**src/rtl/mesi_pkg.sv**
```systemverilog
package mesi_pkg;
    typedef enum logic [1:0] {
        ST_I = 2'd0,
        ST_S = 2'd1,
        ST_E = 2'd2,
        ST_M = 2'd3
    } line_st_e;

    typedef enum logic [1:0] {
        BK_RD  = 2'd0,
        BK_ITW = 2'd1,
        BK_WB  = 2'd2
    } bus_kind_e;
endpackage

```
**src/rtl/mesi_tag_array.sv**
```systemverilog
module mesi_tag_array
    import mesi_pkg::*;
#(
    parameter int IDX_W = 3,
    parameter int TAG_W = 13
) (
    input  logic             clk,
    input  logic             rst_n,
    input  logic [IDX_W-1:0] rd_a_idx,
    output logic [TAG_W-1:0] rd_a_tag,
    output line_st_e         rd_a_st,
    input  logic [IDX_W-1:0] rd_b_idx,
    output logic [TAG_W-1:0] rd_b_tag,
    output line_st_e         rd_b_st,
    input  logic             wr_l_en,
    input  logic [IDX_W-1:0] wr_l_idx,
    input  logic [TAG_W-1:0] wr_l_tag,
    input  line_st_e         wr_l_st,
    input  logic             wr_s_en,
    input  logic [IDX_W-1:0] wr_s_idx,
    input  line_st_e         wr_s_st
);
    localparam int LINES = 1 << IDX_W;

    typedef struct packed {
        logic [TAG_W-1:0] tag;
        line_st_e         st;
    } entry_t;

    entry_t mem_q [LINES];
    entry_t mem_d [LINES];

    always_comb begin
        mem_d = mem_q;
        if (wr_l_en) begin
            mem_d[wr_l_idx].tag = wr_l_tag;
            mem_d[wr_l_idx].st  = wr_l_st;
        end
        // snoop update applied last: it wins on a shared index
        if (wr_s_en) begin
            mem_d[wr_s_idx].st = wr_s_st;
        end
    end

    always_ff @(posedge clk) begin
        if (!rst_n) begin
            for (int i = 0; i < LINES; i++) begin
                mem_q[i] <= '{tag: '0, st: ST_I};
            end
        end else begin
            mem_q <= mem_d;
        end
    end

    assign rd_a_tag = mem_q[rd_a_idx].tag;
    assign rd_a_st  = mem_q[rd_a_idx].st;
    assign rd_b_tag = mem_q[rd_b_idx].tag;
    assign rd_b_st  = mem_q[rd_b_idx].st;
endmodule

```
**src/rtl/mesi_snoop_unit.sv**
```systemverilog
module mesi_snoop_unit
    import mesi_pkg::*;
#(
    parameter int TAG_W = 13
) (
    input  logic             snp_valid,
    input  bus_kind_e        snp_kind,
    input  logic [TAG_W-1:0] snp_tag,
    input  logic [TAG_W-1:0] line_tag,
    input  line_st_e         line_st,
    output logic             hit_shared,
    output logic             dirty_wb,
    output logic             upd_en,
    output line_st_e         upd_st
);
    logic holds;

    always_comb begin
        holds      = snp_valid && (snp_tag == line_tag) && (line_st != ST_I);
        hit_shared = holds && (snp_kind != BK_WB);
        dirty_wb   = hit_shared && (line_st == ST_M);
        upd_en     = hit_shared;
        upd_st     = (snp_kind == BK_ITW) ? ST_I : ST_S;
    end
endmodule

```
**src/rtl/mesi_local_unit.sv**
```systemverilog
module mesi_local_unit
    import mesi_pkg::*;
#(
    parameter int TAG_W = 13
) (
    input  logic             req_valid,
    input  logic             req_write,
    input  logic [TAG_W-1:0] req_tag,
    input  logic [TAG_W-1:0] line_tag,
    input  line_st_e         line_st,
    input  logic             bus_grant,
    input  logic             bus_shared_in,
    input  logic             snoop_block,
    output logic             ack,
    output logic             breq_valid,
    output bus_kind_e        breq_kind,
    output logic             breq_victim,
    output logic             upd_en,
    output logic [TAG_W-1:0] upd_tag,
    output line_st_e         upd_st
);
    logic hit;
    logic owned;

    always_comb begin
        ack         = 1'b0;
        breq_valid  = 1'b0;
        breq_kind   = BK_RD;
        breq_victim = 1'b0;
        upd_en      = 1'b0;
        upd_tag     = req_tag;
        upd_st      = ST_I;
        hit         = (line_tag == req_tag) && (line_st != ST_I);
        owned       = (line_st == ST_E) || (line_st == ST_M);
        if (req_valid) begin
            if (hit && (!req_write || owned)) begin
                ack    = !snoop_block;
                upd_en = req_write && !snoop_block;
                upd_st = ST_M;
            end else if (!hit && line_st == ST_M) begin
                breq_valid  = 1'b1;
                breq_kind   = BK_WB;
                breq_victim = 1'b1;
                if (bus_grant) begin
                    upd_en  = 1'b1;
                    upd_tag = line_tag;
                    upd_st  = ST_I;
                end
            end else begin
                breq_valid = 1'b1;
                breq_kind  = req_write ? BK_ITW : BK_RD;
                if (bus_grant) begin
                    ack    = 1'b1;
                    upd_en = 1'b1;
                    if (req_write)          upd_st = ST_M;
                    else if (bus_shared_in) upd_st = ST_S;
                    else                    upd_st = ST_E;
                end
            end
        end
    end
endmodule

```
**src/rtl/mesi_line_ctrl.sv**
```systemverilog
module mesi_line_ctrl
    import mesi_pkg::*;
#(
    parameter int ADDR_W = 16,
    parameter int IDX_W  = 3
) (
    input  logic              clk,
    input  logic              rst_n,
    input  logic              cpu_req_valid,
    input  logic              cpu_req_write,
    input  logic [ADDR_W-1:0] cpu_req_addr,
    output logic              cpu_ack,
    output logic [1:0]        cpu_line_state,
    output logic              bus_req_valid,
    output logic [1:0]        bus_req_kind,
    output logic [ADDR_W-1:0] bus_req_addr,
    input  logic              bus_grant,
    input  logic              bus_shared_in,
    input  logic              snp_valid,
    input  logic [1:0]        snp_kind,
    input  logic [ADDR_W-1:0] snp_addr,
    output logic              snp_shared,
    output logic              snp_wb
);
    localparam int TAG_W = ADDR_W - IDX_W;

    logic [IDX_W-1:0] cpu_idx, snp_idx;
    logic [TAG_W-1:0] cpu_tag, snp_tag;
    logic [TAG_W-1:0] a_tag, b_tag, l_tag;
    line_st_e         a_st, b_st, l_st, s_st;
    logic             l_en, s_en, victim, block;
    bus_kind_e        kind;

    assign cpu_idx = cpu_req_addr[IDX_W-1:0];
    assign cpu_tag = cpu_req_addr[ADDR_W-1:IDX_W];
    assign snp_idx = snp_addr[IDX_W-1:0];
    assign snp_tag = snp_addr[ADDR_W-1:IDX_W];
    assign block   = snp_valid && (snp_idx == cpu_idx);

    mesi_tag_array #(.IDX_W(IDX_W), .TAG_W(TAG_W)) u_arr (
        .clk(clk), .rst_n(rst_n),
        .rd_a_idx(cpu_idx), .rd_a_tag(a_tag), .rd_a_st(a_st),
        .rd_b_idx(snp_idx), .rd_b_tag(b_tag), .rd_b_st(b_st),
        .wr_l_en(l_en), .wr_l_idx(cpu_idx), .wr_l_tag(l_tag), .wr_l_st(l_st),
        .wr_s_en(s_en), .wr_s_idx(snp_idx), .wr_s_st(s_st)
    );

    mesi_snoop_unit #(.TAG_W(TAG_W)) u_snp (
        .snp_valid(snp_valid), .snp_kind(bus_kind_e'(snp_kind)),
        .snp_tag(snp_tag), .line_tag(b_tag), .line_st(b_st),
        .hit_shared(snp_shared), .dirty_wb(snp_wb),
        .upd_en(s_en), .upd_st(s_st)
    );

    mesi_local_unit #(.TAG_W(TAG_W)) u_loc (
        .req_valid(cpu_req_valid), .req_write(cpu_req_write),
        .req_tag(cpu_tag), .line_tag(a_tag), .line_st(a_st),
        .bus_grant(bus_grant), .bus_shared_in(bus_shared_in),
        .snoop_block(block),
        .ack(cpu_ack), .breq_valid(bus_req_valid), .breq_kind(kind),
        .breq_victim(victim), .upd_en(l_en), .upd_tag(l_tag), .upd_st(l_st)
    );

    assign bus_req_kind   = kind;
    assign bus_req_addr   = victim ? {a_tag, cpu_idx} : cpu_req_addr;
    assign cpu_line_state = (a_tag == cpu_tag) ? a_st : ST_I;
endmodule

```
**config.mk**
```make
export PLATFORM = sky130hd
export DESIGN_NAME = mesi_line_ctrl
export DESIGN_NICKNAME = d
export VERILOG_FILES = /design/src/rtl/mesi_pkg.sv /design/src/rtl/mesi_tag_array.sv /design/src/rtl/mesi_snoop_unit.sv /design/src/rtl/mesi_local_unit.sv /design/src/rtl/mesi_line_ctrl.sv
export SDC_FILE = /design/constraint.sdc
export NUM_CORES = 1
export LEC_CHECK = 0
export ABC_CLOCK_PERIOD_IN_PS = 4650
export BUFFER_PORTS_ARGS = -buffer_cell sky130_fd_sc_hd__buf_2
export CAP_MARGIN = 10
export CORE_UTILIZATION = 54
export DETAILED_ROUTE_END_ITERATION = 10
export GPL_TIMING_DRIVEN = 0
export PLACE_DENSITY_LB_ADDON = 0.12
export RECOVER_POWER = 100
export SETUP_SLACK_MARGIN = 0.3
export SYNTH_ARGS = -nofsm -noshare
export SYNTH_HDL_FRONTEND = slang
export SYNTH_SLANG_ARGS = --single-unit
export TNS_END_PERCENT = 50
```
**constraint.sdc**
```tcl
create_clock -name clk -period 4.65 [get_ports clk]
set_input_delay 0.93 -clock clk [delete_from_list [all_inputs] [get_ports clk]]
set_output_delay 0.93 -clock clk [all_outputs]
set_load 0.005 [all_outputs]
```
==> results.py, run 1 <==
metrics = {
    "route": {
        "avgViaCountPerCell": 7.41,
        "vias": 8053,
        "initialDrtViolationCount": 1462,
        "firstDrtPassIters": 7,
        "post_drt_wl_per_cell_um": 29.8,
        "drcViolationCount": 0,
        "ant_nets": 0,
        "drt-total-wl_um": 32400,
    },
    "timing": {
        "period_minus_slack_ns": 4.84,
        "worstMarginPinSlew_ns": 1.25,
        "fin_crit_sh_pct": 104,
        "max_freq_mhz": 207,
        "hold_viol": 0,
        "rsz0062_at_grt": "yes",
        "setup_viol": 14,
        "fin_skew_ns": 0.00795,
        "fin_ws_ns": -0.191,
        "slew-limit-headroom_pct": 15.8,
        "slew_viol_final": 0,
    },
    "pwr": {
        "p_per_area_nw_per_um2": 312,
        "pwr-share-clk_pct": 47.4,
        "ir_worst_vdd_mv": 0.274,
        "combPwrFrac_pct": 15.3,
        "seq_power_share_pct": 37.4,
        "p_leak_nw": 3.57,
        "p_switching_uw": 836,
        "swShare_pct": 29.3,
        "p_int_mw": 2.02,
    },
    "yosys": {
        "synth_xor_xnor_area_share_pct": 2.92,
        "synth_compound_area_share_pct": 26.2,
        "ys_types": 60,
        "syn_area_um2": 7200,
        "synth-main-ff-cell": "dfxtp_1",
        "ys_ff_latch": 120,
        "ys_async_sr_fraction_pct": 0,
        "yosys.area.top_type": "dfxtp_1",
        "muxShareOfSynthArea_pct": 20.6,
        "yosysSeqAreaShare_pct": 33.4,
        "synthAdderAreaFrac_pct": 0,
        "synth_edf_count": 0,
        "synth_top_family_by_area": "compound AO/OA/AOI/OAI gates",
        "synth_warnings": 0,
        "syn_nets": 844,
        "avgSynthCellArea_um2": 8.97,
        "synth-simple-area-share_pct": 11.2,
        "netlist_top_cells_area": "dfxtp_1 33%, mux4_2 7.8%, mux2_2 6.9%",
        "yosysTopAreaCellShare_pct": 33.4,
        "syn_inst": 803,
    },
    "placed_design": {
        "portBuffers": 61,
        "routabilityCongestion": 1.05,
        "dpl.cell_count": 1036,
        "hpwl_um": 20300,
        "place_area_um2": 7740,
    },
    "clock_network": {
        "clk_path_buf_depth": 2,
        "clk_latency_ns": 0.44,
        "cts_sinks": 120,
        "numCtsBuffers": 17,
        "clkTransAtPathRegs_ns": 0.06,
        "clock-root-buffer": "clkbuf_16",
        "cts_hold_buf": 0,
        "htree_levels": 4,
        "cts_tree": "built",
    },
    "floorplan": {
        "io_pins": 65,
        "fp.dieW_um": 117,
        "die-area_um2": 13800,
        "start_util_pct": 56.1,
        "coreArea_um2": 12800,
        "std_cell_rows": 41,
        "die_height_um": 117,
    },
    "global_route": {
        "first_global_vias": 7750,
        "grt.overflow.total": 0,
        "grt_use_total_pct": 46.3,
        "grt_start_max_net_pins": 17,
        "antenna_found_initial": 1,
        "grt_first_pass_wirelength_um": 46900,
    },
    "worst_setup_path": {
        "crit_top_cell": "buf_12",
        "crit_buf_inv": 6,
        "cp_max_fo": 10,
        "crit_family": "simple AND/OR/NAND/NOR gates",
        "crit_path_start_kind": "input pin",
        "slowest_stage": "or3_4",
        "crit_path_cell_trace": "buf_12 > buf_6 > clkbuf_4 > mux4_2 > nand2_1 > nand2_1 > xnor2_1 > nand4_1 > or3_4 > nand3_4 > buf_12 > buf_12 > mux2_4 > buf_6",
        "arrival_ns": 3.91,
        "critPathKind": "in2out",
        "endpoint_kind": "primary output",
        "slowest_delay_ns": 0.48,
        "cp.required_ns": 3.72,
    },
    "layout": {
        "syn_to_final_growth_pct": 26.9,
        "final_cells": 1087,
        "fin_area_um2": 9140,
        "fin_nets": 942,
        "final_util_pct": 71.2,
        "fillers": 1005,
        "layout-drive-gt1-share_pct": 31.3,
    },
    "run": {
        "drv_cap": 0,
    },
    "outcome": {
        "violations": "setup timing",
        "status": "finished, violations left",
    },
    "min_path": {
        "hold_path_class": "reg2reg",
    },
}
-- layer usage --
layer / track usage [%] / wire length, um / vias up / part of all wire (%)
met5: 0 / 0 / - / 0
met4: 39.6 / 2870 / 0 / 8.8
met3: 15.8 / 4690 / 224 / 14
met2: 65.5 / 13400 / 824 / 41
met1: 56.1 / 11500 / 3775 / 35
li1: - / - / 3230 / -
-- kinds of logic (layout without fill, tap and decap cells) --
logic type / after synthesis / count (layout)
and+or+nand+nor: 164 / 164
DFF: 120 / 120
xor gates and xnor gates: 24 / 24
other: 0 / 1
buffers and inverters: 84 / 195
AOI/OAI and AO/OA: 300 / 300
muxes: 111 / 111
-- tightest hold or removal path: cells and delay by family (launching register included) --
| kind | cells | cell delay [ns] |
|---|---|---|
| DFF | 1 | 0.33 |
| and+or+nand+nor | 1 | 0.06 |
| AOI/OAI and AO/OA | 1 | 0.05 |
-- what timing repair did --
action | 4_1_cts | 5_1_grt
gates resized for setup | 104 | 66
setup endpoints to repair | 141 | 123
setup buffers | 13 | 4
pin swaps | 6 | 8
cloned | 1 | 0
-- power by group through the flow --
| stage | clock network [mW] | registers [mW] | logic (mW) |
|---|---|---|---|
| floorplan | 0 | 1.08 | 0.217 |
| CTS | 1.33 | 1.06 | 0.394 |
| detailed placement | 0 | 1.09 | 0.349 |
| finish | 1.35 | 1.07 | 0.436 |
| global route | 1.37 | 1.07 | 0.445 |
| global placement | 0 | 1.09 | 0.345 |
-- area by class of cell --
class                           count  area (um^2)  area share, %
Antenna cell                        1         2.50         0.0274
Clock buffer                       18          439           4.81
Multi-Input combinational cell    599         4710           51.6
Sequential cell                   120         2400           26.3
Timing Repair Buffer               79          609           6.67
Clock inverter                     14          150           1.64
Inverter                           11         45.0          0.493
Tap cell                          172          215           2.36
Buffer                             73          562           6.15
-- Yosys cell counts (all sizes together), types with 6 or more instances --
cell type	count
a21oi	95
a221o	7
a221oi	11
a22oi	12
and2	6
buf	41
clkbuf	32
dfxtp	120
inv	8
mux2	45
mux2i	41
mux4	25
nand2	66
nand3	31
nor2	16
nor2b	11
nor3	6
o21ai	111
o22ai	8
o32ai	7
xnor2	19
-- metrics by stage --
step           power (mW)  TNS [ns]  worst slack [ns]  hold WS [ns]
5_1_grt              2.88     -1.66            -0.149         0.496
6_report             2.85     -2.24            -0.191         0.474
3_5_place_dp         1.44   -120.71             -1.14         0.464
3_3_place_gp         1.43   -109.20             -1.05         0.455
2_1_floorplan        1.30         0             0.313         0.435
4_1_cts              2.78     -1.35            -0.126         0.471
-- worst paths after layout --
kind         slack (ns)  cells after the start                to       startpoint
max               -0.19                     14  bus_req_addr[10]  cpu_req_addr[0]
min                0.47                      2         flip-flop        flip-flop
max reg2reg        0.56                     10         flip-flop        flip-flop
min reg2reg        0.47                      2         flip-flop        flip-flop
-- placed cells by master (no fill, tap or decap), types with 20 or more instances in the layout --
| cell type | n |
|---|---|
| mux4_2 | 25 |
| o21ai_0 | 91 |
| buf_6 | 26 |
| buf_2 | 51 |
| dfxtp_1 | 120 |
| mux2_2 | 31 |
| nand2_1 | 64 |
| mux2i_1 | 32 |
| nand3_1 | 30 |
| o21ai_1 | 20 |
| a21oi_1 | 94 |
| buf_4 | 24 |
Note: power is estimated with default switching activity, not from simulation.
==> run 2, diff against run 1 <==
Settings changed: CORE_UTILIZATION 54 to 56, CTS_BUF_LIST from default to sky130_fd_sc_hd__clkbuf_2.
==> run 2 against run 1 <==
  * The flow still finishes with violations (setup timing)
  * Flip-flop and latch count did not move
  * First-iteration DRC count fell by 14%
  * Hold slack better by 0.017 ns
  * Clock power down 46%
  * Largest power group is now registers
  * Die area down 3.5%
  * Non-clock buffer count up 9
  * Routed wire length down 1.5%
  * Setup slack lost 0.015 ns
  * Combinational power grew 1%
  * Final cell count is 0.92% higher
==> results.py, run 2 (same netlist as run 1, synthesis figures left out) <==
metrics = {
    "route": {
        "post_drt_wl_per_cell_um": 29.1,
        "avgViaCountPerCell": 7.28,
        "vias": 7985,
        "highest-signal-layer": "met4",
        "drt-total-wl_um": 32000,
        "wl_met1_um": 11100,
        "wl_met3_um": 5020,
        "firstDrtPassIters": 10,
        "initialDrtViolationCount": 1259,
        "drcViolationCount": 0,
        "ant_nets": 0,
        "met2_wirelength_um": 13300,
    },
    "timing": {
        "final.setup.tns_ns": -2.54,
        "max_freq_mhz": 206,
        "rsz0062_at_grt": "yes",
        "fin_crit_sh_pct": 104,
        "fin_ws_ns": -0.206,
        "period_minus_slack_ns": 4.86,
        "hold_viol": 0,
        "worstMarginPinSlew_ns": 1.24,
        "slew_viol_final": 0,
        "setup_viol": 15,
        "fin_skew_ns": 0.0438,
        "slew-limit-headroom_pct": 16.6,
    },
    "floorplan": {
        "start_util_pct": 57.3,
        "coreArea_um2": 12600,
        "std_cell_rows": 41,
        "die-area_um2": 13300,
        "die_height_um": 115,
        "io_pins": 65,
        "fp.dieW_um": 115,
    },
    "outcome": {
        "status": "finished, violations left",
        "violations": "setup timing",
    },
    "global_route": {
        "first_global_vias": 7573,
        "antenna_found_initial": 2,
        "grt_first_pass_wirelength_um": 45700,
        "grt_start_max_net_pins": 17,
        "grt_use_total_pct": 48.5,
        "grt.overflow.total": 0,
    },
    "placed_design": {
        "routabilityCongestion": 0.999,
        "hpwl_um": 20300,
        "portBuffers": 61,
    },
    "layout": {
        "fin_nets": 951,
        "final_cell_mix": "116 x dfxtp_1, 95 x a21oi_1, 91 x o21ai_0, 64 x nand2_1, 63 x buf_2",
        "syn_to_final_growth_pct": 22.9,
        "layout-drive-gt1-share_pct": 32.7,
        "final_util_pct": 70.4,
        "mostFrequentLayoutCell": "dfxtp_1",
    },
    "clock_network": {
        "clk_path_buf_depth": 2,
        "htree_levels": 4,
        "clk_latency_ns": 0.75,
        "clock-root-buffer": "clkbuf_2",
        "clkTransAtPathRegs_ns": 0.21,
        "cts_tree": "built",
        "numCtsBuffers": 17,
        "cts_sinks": 120,
    },
    "worst_setup_path": {
        "cp.required_ns": 3.72,
        "crit_path_start_kind": "input pin",
        "critPathKind": "in2out",
        "cp_max_fo": 10,
        "slowest_stage": "or3_4",
        "arrival_ns": 3.93,
        "endpoint_kind": "primary output",
        "slowest_delay_ns": 0.48,
        "crit_path_cell_trace": "buf_4 > buf_4 > buf_4 > mux4_2 > nand2_1 > nand2_1 > xnor2_2 > nand4_1 > or3_4 > nand3_4 > buf_12 > buf_12 > mux2_4 > buf_2",
        "crit_top_cell": "buf_4",
    },
    "run": {
        "drv_cap": 0,
    },
    "min_path": {
        "hold_path_class": "reg2reg",
    },
    "pwr": {
        "p_leak_nw": 3.50,
        "ir_worst_vdd_mv": 0.232,
        "p_per_area_nw_per_um2": 253,
    },
}
==> run 2: changes by cell type in the layout (fill, tap and decap cells not counted), moves of 3 or more <==
cell / before / now
o32ai_4: 3 / 0
clkbuf_4: 16 / 4
clkbuf_2: 4 / 20
clkinv_2: 5 / 2
buf_2: 51 / 63
buf_4: 24 / 32
o32ai_2: 4 / 7
inv_6: 2 / 6
dfxtp_1: 120 / 116
clkbuf_16: 17 / 2
dfxtp_2: 0 / 4
==> run 2: power breakdown <==
group	switching [mW]	internal [mW]	leakage, nW
clock network	0.476	0.257	0.139
registers	0.0166	1.05	0.972
logic	0.271	0.171	2.39
==> run 2: through the flow <==
stage / instances / power (mW) / hold WS (ns) / cell area [um^2] / worst slack [ns]
floorplan: 803 / 1.30 / 0.435 / 7220 / 0.313
global placement: 1036 / 1.43 / 0.452 / 7740 / -1.13
detailed placement: 1036 / 1.44 / 0.461 / 7740 / -1.21
CTS: 1082 / 2.17 / 0.484 / 8410 / -0.217
global route: 1096 / 2.29 / 0.504 / 8850 / -0.262
finish: 1097 / 2.24 / 0.492 / 8850 / -0.206
==> run 2: timing repair <==
item,4_1_cts,5_1_grt
setup buffers,13,11
endpoints found under the setup margin,141,70
hold buffers,0,0
gates cloned,1,2
endpoints found under the hold margin,0,0
gates resized for setup,83,80
pin swaps,7,15
==> run 2: worst max-delay path, delay by kind of cell <==
family                 cells  cell delay [ns]
XOR/XNOR                   1             0.22
AND/OR/NAND/NOR            5             1.09
multiplexers               2             0.63
buffers and inverters      6             1.04
==> run 2: per-layer routing <==
layer  up-vias  GRT usage (%)
li1       3256              -
met1      3749           59.5
met2       770           68.4
met3       210           19.1
met4         0           36.2
met5         -              0
==> run 2: cell type report <==
type,count,area [um^2]
Multi-Input combinational cell,599,4680
Fill cell,978,3720
Sequential cell,120,2410
Timing Repair Buffer,88,713
Buffer,73,534
Tap cell,172,215
Clock inverter,15,165
Clock buffer,17,85.1
Inverter,11,47.5
Antenna cell,2,5.00
==> run 2: worst paths after layout <==
check | startpoint | endpoint | slack, ns | cells after the start
setup / recovery | cpu_req_addr[0] | bus_req_addr[11] | -0.21 | 14
hold / removal | flip-flop | flip-flop | 0.49 | 2
setup reg to reg | flip-flop | flip-flop | 0.12 | 13
hold reg to reg | flip-flop | flip-flop | 0.49 | 2
==> run 3, diff against run 2 <==
Settings changed: SYNTH_HIERARCHICAL from default to 1.
==> run 3 against run 2 <==
  * The run still ends with setup timing left
  * Combinational power shrank 15%
  * Hold slack lost 0.011 ns
  * Cell area grew 6.1%
  * Routed wire length shrank 13%
  * Flip-flop and latch count is the same
  * Sequential power is essentially flat
  * Sequential share of layout area shrank 1.6 points
  * Fmax grew 3.5%
  * Register-to-register slack gained 0.24 ns
  * Die area grew 6.3%
  * Utilization grew 0.22 points
  * First-iteration DRC count shrank 7.9%
  * Largest power group unchanged
==> results.py, run 3 <==
metrics = {
    "outcome": {
        "status": "finished, violations left",
        "violations": "setup timing",
    },
    "timing": {
        "fin_ws_ns": -0.0441,
        "hold_viol": 0,
        "fin_skew_ns": 0.0269,
        "setup_viol": 2,
        "fin_crit_sh_pct": 101,
        "slew_viol_final": 0,
        "rsz0062_at_grt": "yes",
        "period_minus_slack_ns": 4.69,
        "max_freq_mhz": 213,
        "worstMarginPinSlew_ns": 0.843,
        "whs_ns": 0.481,
        "slew-limit-headroom_pct": 43.2,
    },
    "pwr": {
        "ir_worst_vdd_mv": 0.141,
        "seq_power_share_pct": 47.8,
        "p_leak_nw": 3.45,
        "p_switching_uw": 636,
        "p_int_mw": 1.56,
        "combPwrFrac_pct": 17.0,
        "swShare_pct": 28.9,
        "p_per_area_nw_per_um2": 234,
        "pwr-share-clk_pct": 35.2,
    },
    "yosys": {
        "avgSynthCellArea_um2": 9.41,
        "syn_nets": 856,
        "yosysSeqAreaShare_pct": 31.3,
        "ys_async_sr_fraction_pct": 0,
        "yosys.area.top_type": "dfxtp_1",
        "syn_area_um2": 7670,
        "synth_edf_count": 0,
        "yosysTopAreaCellShare_pct": 31.3,
        "netlist_top_cells_area": "dfxtp_1 31%, mux4_2 18%, nand2_1 12%",
        "synth_warnings": 6,
        "ys_types": 51,
        "synth.most_common_cell": "nand2_1",
        "synthTopCellsByCount": "250 x nand2_1, 120 x dfxtp_1, 66 x a21boi_0",
        "ys_ff_latch": 120,
        "syn_inst": 815,
        "synth-main-ff-cell": "dfxtp_1",
    },
    "clock_network": {
        "cts_sinks": 120,
        "cts_hold_buf": 0,
        "clock-root-buffer": "clkbuf_2",
        "htree_levels": 4,
        "clkTransAtPathRegs_ns": 0.18,
        "clk_latency_ns": 0.74,
        "numCtsBuffers": 17,
        "clk_path_buf_depth": 2,
        "cts_tree": "built",
    },
    "layout": {
        "final_cell_mix": "246 x nand2_1, 120 x dfxtp_1, 86 x buf_2, 66 x a21boi_0, 60 x mux4_2",
        "antenna_cells": 0,
        "layout-drive-gt1-share_pct": 36.3,
        "mostFrequentLayoutCell": "nand2_1",
        "syn_to_final_growth_pct": 22.5,
        "fin_nets": 994,
        "final_cells": 1142,
        "fillers": 984,
    },
    "route": {
        "initialDrtViolationCount": 1159,
        "ant_nets": 0,
        "drcViolationCount": 0,
        "firstDrtPassIters": 5,
        "post_drt_wl_per_cell_um": 24.3,
        "vias": 7599,
        "drt-total-wl_um": 27800,
        "avgViaCountPerCell": 6.65,
    },
    "placed_design": {
        "dpl.cell_count": 1054,
        "hpwl_um": 18000,
        "routabilityCongestion": 0.976,
        "portBuffers": 63,
    },
    "worst_setup_path": {
        "crit_path_cell_trace": "buf_16 > buf_12 > mux4_2 > mux2_4 > xnor2_2 > nand4_1 > nor4_4 > buf_6 > mux2i_1 > and2_1 > buf_2",
        "cp_max_fo": 8,
        "endpoint_kind": "primary output",
        "crit_buf_inv": 4,
        "critPathKind": "in2out",
        "crit_family": "multiplexers",
        "crit_path_start_kind": "input pin",
        "cp.required_ns": 3.72,
        "r2r_setup_slack_ns": 0.36,
        "slowest_delay_ns": 0.57,
        "r2r_end": "u_arr/mem_q[0]",
        "arrival_ns": 3.76,
        "slowest_stage": "mux4_2",
        "rr_worst_depth": 23,
    },
    "global_route": {
        "grt_use_total_pct": 38.9,
        "antenna_found_initial": 0,
        "grt_start_max_net_pins": 17,
        "grt.overflow.total": 0,
        "grt_first_pass_wirelength_um": 40700,
        "first_global_vias": 7246,
    },
    "floorplan": {
        "io_pins": 65,
        "coreArea_um2": 13300,
        "die-area_um2": 14200,
        "fp.dieW_um": 119,
        "start_util_pct": 57.7,
        "die_height_um": 119,
        "std_cell_rows": 42,
    },
    "run": {
        "drv_cap": 0,
    },
    "min_path": {
        "hold_path_class": "reg2reg",
        "hold_path_depth": 2,
    },
}
run 3: final cells by class:
class	count	area [um^2]	area share [%]
Multi-Input combinational cell	612	5020	53.5
Inverter	4	15.0	0.160
Clock buffer	18	90.1	0.959
Timing Repair Buffer	119	897	9.55
Clock inverter	14	181	1.93
Buffer	79	563	6.00
Sequential cell	120	2400	25.6
Tap cell	176	220	2.35
run 3: logic make-up (layout without fill, tap and decap cells):
group | Yosys count | in the layout | share of synthesized area, %
DFF | 120 | 120 | 31.3
AOI/OAI and AO/OA | 149 | 149 | 13.7
xor gates and xnor gates | 38 | 38 | 4.34
buffers and inverters | 83 | 234 | 5.65
muxes | 117 | 117 | 26.5
other | 1 | 1 | 0.0489
and+or+nand+nor | 307 | 307 | 18.4
run 3: worst max-delay path by stage:
stage          cells after the start  slack, ns                to             from
2_1_floorplan                      9       0.31  bus_req_addr[10]  cpu_req_addr[1]
3_3_place_gp                      14      -1.05    u_arr/mem_q[1]  cpu_req_addr[1]
3_5_place_dp                      14      -1.16    u_arr/mem_q[0]  cpu_req_addr[2]
4_1_cts                           11       0.25  bus_req_addr[15]  cpu_req_addr[1]
5_1_grt                           11      -0.02           cpu_ack  cpu_req_addr[1]
6_report                          11      -0.04           cpu_ack  cpu_req_addr[1]
run 3: worst reg2reg max path, cell delays in order (launching register included):
cell and delay (ns):
dfxtp_1 0.37, mux4_2 0.52, mux2_4 0.34, xnor2_4 0.20, nand4_1 0.25, buf_4 0.22, buf_6 0.11, buf_6 0.11
buf_6 0.11, buf_6 0.11, buf_6 0.11, buf_6 0.11, buf_6 0.11, buf_6 0.11, buf_6 0.10, buf_6 0.10
buf_6 0.10, buf_6 0.11, o41ai_4 0.38, a21oi_2 0.10, nor2_1 0.16, buf_6 0.18, nand2_1 0.06, a31oi_1 0.17
run 3: power by group through the flow:
stage | Clock, mW | Combinational (mW) | Sequential (mW)
3_5_place_dp | 0 | 0.292 | 1.07
3_3_place_gp | 0 | 0.286 | 1.07
2_1_floorplan | 0 | 0.186 | 1.07
4_1_cts | 0.775 | 0.346 | 1.05
6_report | 0.775 | 0.374 | 1.05
5_1_grt | 0.825 | 0.387 | 1.05
run 3: routing by layer:
metal | up-vias | track usage [%] | routed length (um)
li1 | 3166 | - | -
met3 | 188 | 10.1 | 3350
met2 | 632 | 60.3 | 12400
met5 | - | 0 | 0
met1 | 3613 | 47.9 | 9870
met4 | 0 | 25.9 | 2110
run 3: per-stage QoR:
step | cell area, um^2 | worst slack (ns) | TNS (ns) | power (mW) | util (%)
6_report | 9390 | -0.0441 | -0.0593 | 2.20 | 70.6
2_1_floorplan | 7680 | 0.306 | 0 | 1.25 | -
4_1_cts | 9250 | 0.254 | 0 | 2.17 | 69.6
5_1_grt | 9390 | -0.0151 | -0.0151 | 2.27 | 70.6
3_5_place_dp | 8220 | -1.16 | -115.21 | 1.36 | 61.8
3_3_place_gp | 8220 | -1.05 | -98.59 | 1.36 | 61.8
run 3: what timing repair did:
item                                    4_1_cts  5_1_grt
buffers inserted                             50        3
pin swaps                                     9       11
endpoints found under the setup margin      140       43
resized for setup                            76       36
cloned                                        3        0
